[src/rtl/psa_pkg.sv]
package psa_pkg;

  typedef enum logic [1:0] {
    LS_B8   = 2'b00,
    LS_B16  = 2'b01,
    LS_B32  = 2'b10,
    LS_RSVD = 2'b11
  } lane_size_e;

  typedef enum logic [1:0] {
    ACT_KEEP = 2'b00,
    ACT_ZERO = 2'b01,
    ACT_NEG  = 2'b10
  } lane_act_e;

endpackage

[src/rtl/psa_lane_op.sv]
module psa_lane_op #(
  parameter int W = 8
) (
  input  logic [W-1:0] data_i,
  input  logic [W-1:0] ctrl_i,
  output logic [W-1:0] res_o
);
  import psa_pkg::*;

  lane_act_e act;

  function automatic lane_act_e pick_act(input logic [W-1:0] c);
    if (c == '0)       return ACT_ZERO;
    else if (c[W-1])   return ACT_NEG;
    else               return ACT_KEEP;
  endfunction

  function automatic logic [W-1:0] twos_neg(input logic [W-1:0] d);
    return (~d) + W'(1);
  endfunction

  always_comb begin
    act = pick_act(ctrl_i);
    unique case (act)
      ACT_ZERO: res_o = '0;
      ACT_NEG:  res_o = twos_neg(data_i);
      default:  res_o = data_i;
    endcase
  end

endmodule

[src/rtl/psa_lane_bank.sv]
module psa_lane_bank #(
  parameter int VEC_W  = 128,
  parameter int LANE_W = 8
) (
  input  logic [VEC_W-1:0] data_i,
  input  logic [VEC_W-1:0] ctrl_i,
  output logic [VEC_W-1:0] res_o
);
  localparam int LANES = VEC_W / LANE_W;

  for (genvar g = 0; g < LANES; g++) begin : g_lane
    psa_lane_op #(.W(LANE_W)) u_lane (
      .data_i (data_i[g*LANE_W +: LANE_W]),
      .ctrl_i (ctrl_i[g*LANE_W +: LANE_W]),
      .res_o  (res_o[g*LANE_W +: LANE_W])
    );
  end

endmodule

[src/rtl/psa_select.sv]
module psa_select #(
  parameter int VEC_W = 128
) (
  input  logic [VEC_W-1:0] res_b8_i,
  input  logic [VEC_W-1:0] res_b16_i,
  input  logic [VEC_W-1:0] res_b32_i,
  input  logic [1:0]       lane_sel_i,
  input  logic             wide_i,
  output logic [VEC_W-1:0] res_o
);
  import psa_pkg::*;

  localparam int HALF = VEC_W / 2;

  logic [VEC_W-1:0] by_size;

  always_comb begin
    unique case (lane_size_e'(lane_sel_i))
      LS_B8:   by_size = res_b8_i;
      LS_B16:  by_size = res_b16_i;
      LS_B32:  by_size = res_b32_i;
      default: by_size = '0;
    endcase
    res_o = by_size;
    if (!wide_i) res_o[VEC_W-1:HALF] = '0;
  end

endmodule

[src/rtl/psa_sign_unit.sv]
module psa_sign_unit #(
  parameter int VEC_W = 128,
  parameter int B8_W  = 8,
  parameter int B16_W = 16,
  parameter int B32_W = 32
) (
  input  logic             clk,
  input  logic             rst,
  input  logic             in_valid,
  input  logic [VEC_W-1:0] in_data,
  input  logic [VEC_W-1:0] in_ctrl,
  input  logic [1:0]       lane_sel,
  input  logic             wide_sel,
  output logic             out_valid,
  output logic [VEC_W-1:0] out_result
);

  logic [VEC_W-1:0] res_b8, res_b16, res_b32;
  logic [VEC_W-1:0] comb_result;
  logic             load_en;

  psa_lane_bank #(.VEC_W(VEC_W), .LANE_W(B8_W)) u_bank_b8 (
    .data_i (in_data), .ctrl_i (in_ctrl), .res_o (res_b8)
  );
  psa_lane_bank #(.VEC_W(VEC_W), .LANE_W(B16_W)) u_bank_b16 (
    .data_i (in_data), .ctrl_i (in_ctrl), .res_o (res_b16)
  );
  psa_lane_bank #(.VEC_W(VEC_W), .LANE_W(B32_W)) u_bank_b32 (
    .data_i (in_data), .ctrl_i (in_ctrl), .res_o (res_b32)
  );

  psa_select #(.VEC_W(VEC_W)) u_select (
    .res_b8_i   (res_b8),
    .res_b16_i  (res_b16),
    .res_b32_i  (res_b32),
    .lane_sel_i (lane_sel),
    .wide_i     (wide_sel),
    .res_o      (comb_result)
  );

  assign load_en = in_valid;

  always_ff @(posedge clk) begin
    if (rst) begin
      out_valid  <= 1'b0;
      out_result <= '0;
    end else begin
      out_valid <= in_valid;
      if (load_en) out_result <= comb_result;
    end
  end

endmodule

[config.mk]
export PLATFORM = sky130hd
export DESIGN_NAME = psa_sign_unit
export DESIGN_NICKNAME = d
export VERILOG_FILES = /design/src/rtl/psa_pkg.sv /design/src/rtl/psa_lane_op.sv /design/src/rtl/psa_lane_bank.sv /design/src/rtl/psa_select.sv /design/src/rtl/psa_sign_unit.sv
export SDC_FILE = /design/constraint.sdc
export NUM_CORES = 1
export LEC_CHECK = 0
export BUFFER_PORTS_ARGS = -buffer_cell sky130_fd_sc_hd__buf_4
export CORE_AREA = 2 2 177 179
export CTS_CLUSTER_SIZE = 14
export DETAILED_ROUTE_END_ITERATION = 10
export DIE_AREA = 0 0 179 181
export SLEW_MARGIN = 20
export SYNTH_ARGS = -nofsm -noshare
export SYNTH_HDL_FRONTEND = slang
export SYNTH_SLANG_ARGS = --single-unit
[constraint.sdc]
create_clock -name clk -period 5.9 [get_ports clk]
set_input_delay 0.885 -clock clk [delete_from_list [all_inputs] [get_ports clk]]
set_output_delay 0.885 -clock clk [all_outputs]
set_load 0.005 [all_outputs]
==> out/metrics.yaml <==
layout:
  stdcell_count: 2441
  nFillCells: 3074
  syn2layout_area_growth_pct: 32.2
  multi_input_area_um2: 8830
  drive_above_1_share: 0.245
  nets: 2308
  register_area_um2: 2580
clocking:
  cts_sinks: 129
  htree_levels: 4
  postCtsHoldBufs: 0
  clk_latency_ps: 430
  cts.repair.resized: 0
  clk_pin_slew_ps: 60
  cts_tree: "done"
  root_buffer: "clkbuf_16"
  cts_buffers: 17
  post_cts_buffers: 0
  cts_max_path_buffers: 2
setup_path:
  arrival_ps: 3930
  crit_required_ps: 6210
  r2r-end: "out_result[119]$_SDFFE_PP0P_"
  start_kind: "primary input"
  critical_path_class: "in2reg"
  path_max_fanout: 42
  endpoint_kind: "flop"
  reg2reg_depth: 5
  r2r_slack_ps: 4670
  worstReg2RegStart: "out_result[119]$_SDFFE_PP0P_"
yosys:
  postSynthAreaPerCell_um2: 7.02
  yosysSeqAreaShare: 0.215
  syn_area_um2: 12000
  netlist_instances: 1708
  synth.distinct_cells: 89
  synth_top_area_share: 0.215
  synth-edff-count: 0
  synth-warning-count: 0
  synth_seq_cells: 129
  synth.net_count: 1986
  synthArstFlopShare: 0
  ys.flop_type: "dfxtp_1"
  yosysTopAreaCell: "dfxtp_1"
  netlist_top_cells_area: "dfxtp_1 22%, nand2_1 6.7%, o21ai_0 6.4%, a21oi_1 5.9%, nor2_1 3.9%"
sta:
  drv_slew: 0
  fmax_mhz: 276
  setup_viol: 0
  layout_min_cycle_time_ps: 3630
  tightest_slew_ps: 1030
  final-hold-violation-count: 0
  timing.final.crit_share: 0.614
  slew_headroom: 0.304
  setup_ws_ps: 2270
  finalSetupTns_ps: 0
  skew_ps: 0
  rsz0062_at_grt: "no"
drt:
  dr.pass1.iters: 6
  vias_per_cell: 6.37
  avgRoutedWirePerCell_um: 22.1
  drtIter0Drc: 1537
  vias: 15500
  routed_wl_um: 53900
  drc: 0
  ant_nets: 0
hold_path:
  hold_depth: 2
  hold_start: "out_result[1]$_SDFFE_PP0P_"
  holdPathEnd: "out_result[1]$_SDFFE_PP0P_"
  hold_class: "reg2reg"
placement:
  gp_congestion: 0.938
  portBuffers: 390
  hpwl_um: 39900
  post-place-ws_ps: 1910
  placedCellCount: 2407
run_status:
  status: "complete, no violations"
pwr:
  vdd.ir_drop.worst_uv: 176
  p_leak_nw: 6.24
  powerDensity_nw_per_um2: 186
  power_mw: 2.95
global_routing:
  grt_max_degree: 43
  overflow: 0
  grt_pass1_vias: 14700
  antenna_found_initial: 3
  grt_usage: 0.323
  grt_pass1_wl_um: 82700
flow_run:
  maxCapViolations: 0
floorplan:
  start_util: 0.395
  fp.dieH_um: 181
  die_w_um: 179
  pin_count: 391
  core_um2: 30300
  fp-row-count: 64
  die-area_um2: 32400
==> synthesized netlist by cell type (22+ instances only) <==
master,number
nand3_1,45
or4_1,44
o31ai_1,35
a22oi_1,28
or3_1,24
clkbuf_1,97
nor3_1,36
xor2_1,25
a31oi_1,22
nor2_1,125
xnor2_1,33
inv_1,54
nand2_1,215
a21oi_1,141
nor4_1,40
dfxtp_1,129
o21ai_0,154
o211ai_1,25
==> through the flow <==
stage / util / cell area [um^2] / hold slack (ps)
final: 0.522 / 15900 / 444
after global routing: 0.522 / 15900 / 468
after CTS: 0.522 / 15800 / 447
after detailed placement: 0.501 / 15200 / 433
after global placement: 0.501 / 15200 / 431
after floorplan: - / 12000 / 435
==> registers in the layout, indices dropped and copies added (netlist names) <==
signal      flops
out_valid       1
out_result    128
==> worst max-delay path: stages <==
cell and delay, ps:
buf_4 250, or4_1 640, or4_1 650, o21ai_2 730, o22ai_2 270, o41ai_1 400, nand3_1 110
==> worst max path at each step <==
stage               cells after the start  slack [ps]        start                            to
detailed placement                      7        1910  in_ctrl[95]   out_result[75]$_SDFFE_PP0P_
global route                            7        2190  in_ctrl[95]   out_result[75]$_SDFFE_PP0P_
CTS                                     7        2340  in_ctrl[95]   out_result[75]$_SDFFE_PP0P_
global placement                        7        1920  in_ctrl[95]   out_result[75]$_SDFFE_PP0P_
finish                                  7        2270  in_ctrl[95]   out_result[75]$_SDFFE_PP0P_
floorplan                               8        2710  in_data[96]  out_result[124]$_SDFFE_PP0P_
==> logic make-up after synthesis <==
group,after synthesis,synth area share
compound gates,659,0.376
xor+xnor,58,0.0423
fa+ha+maj,16,0.0167
buf+inv,164,0.0524
flops,129,0.215
mux,15,0.0126
simple gates,667,0.285
==> final cells by class <==
cell class / count / share of cell area
inverter: 55 / 0.0130
clock buffer: 18 / 0.0277
antenna: 2 / 0.000316
tap: 396 / 0.0313
timing repair buffer: 412 / 0.195
clock inverter: 14 / 0.0128
multi-input combinational: 1415 / 0.557
sequential: 129 / 0.163
==> metal layers <==
| metal | global-route usage | routed length, um | vias up |
|---|---|---|---|
| li1 | - | - | 7219 |
| met1 | 0.411 | 21700 | 7388 |
| met2 | 0.526 | 25100 | 831 |
| met3 | 0.0663 | 5040 | 107 |
| met4 | 0.136 | 2040 | 0 |
| met5 | 0 | 0 | - |
==> power by group <==
part	switching [mW]	total, mW	internal (mW)
registers	0.0275	0.940	0.912
logic	0.467	0.820	0.353
clock network	0.468	1.19	0.726
total	0.963	2.95	1.99
==> cells in the final DEF, fill, tap and decap left out, types with 40 or more instances in the layout <==
| cell type | n |
|---|---|
| nand3_1 | 45 |
| dfxtp_1 | 129 |
| nand2_1 | 215 |
| o21ai_0 | 153 |
| nor4_1 | 40 |
| buf_4 | 412 |
| nor2_1 | 121 |
| a21oi_1 | 141 |
| or4_1 | 44 |
| inv_1 | 54 |
(Power assumes the default switching activity.)
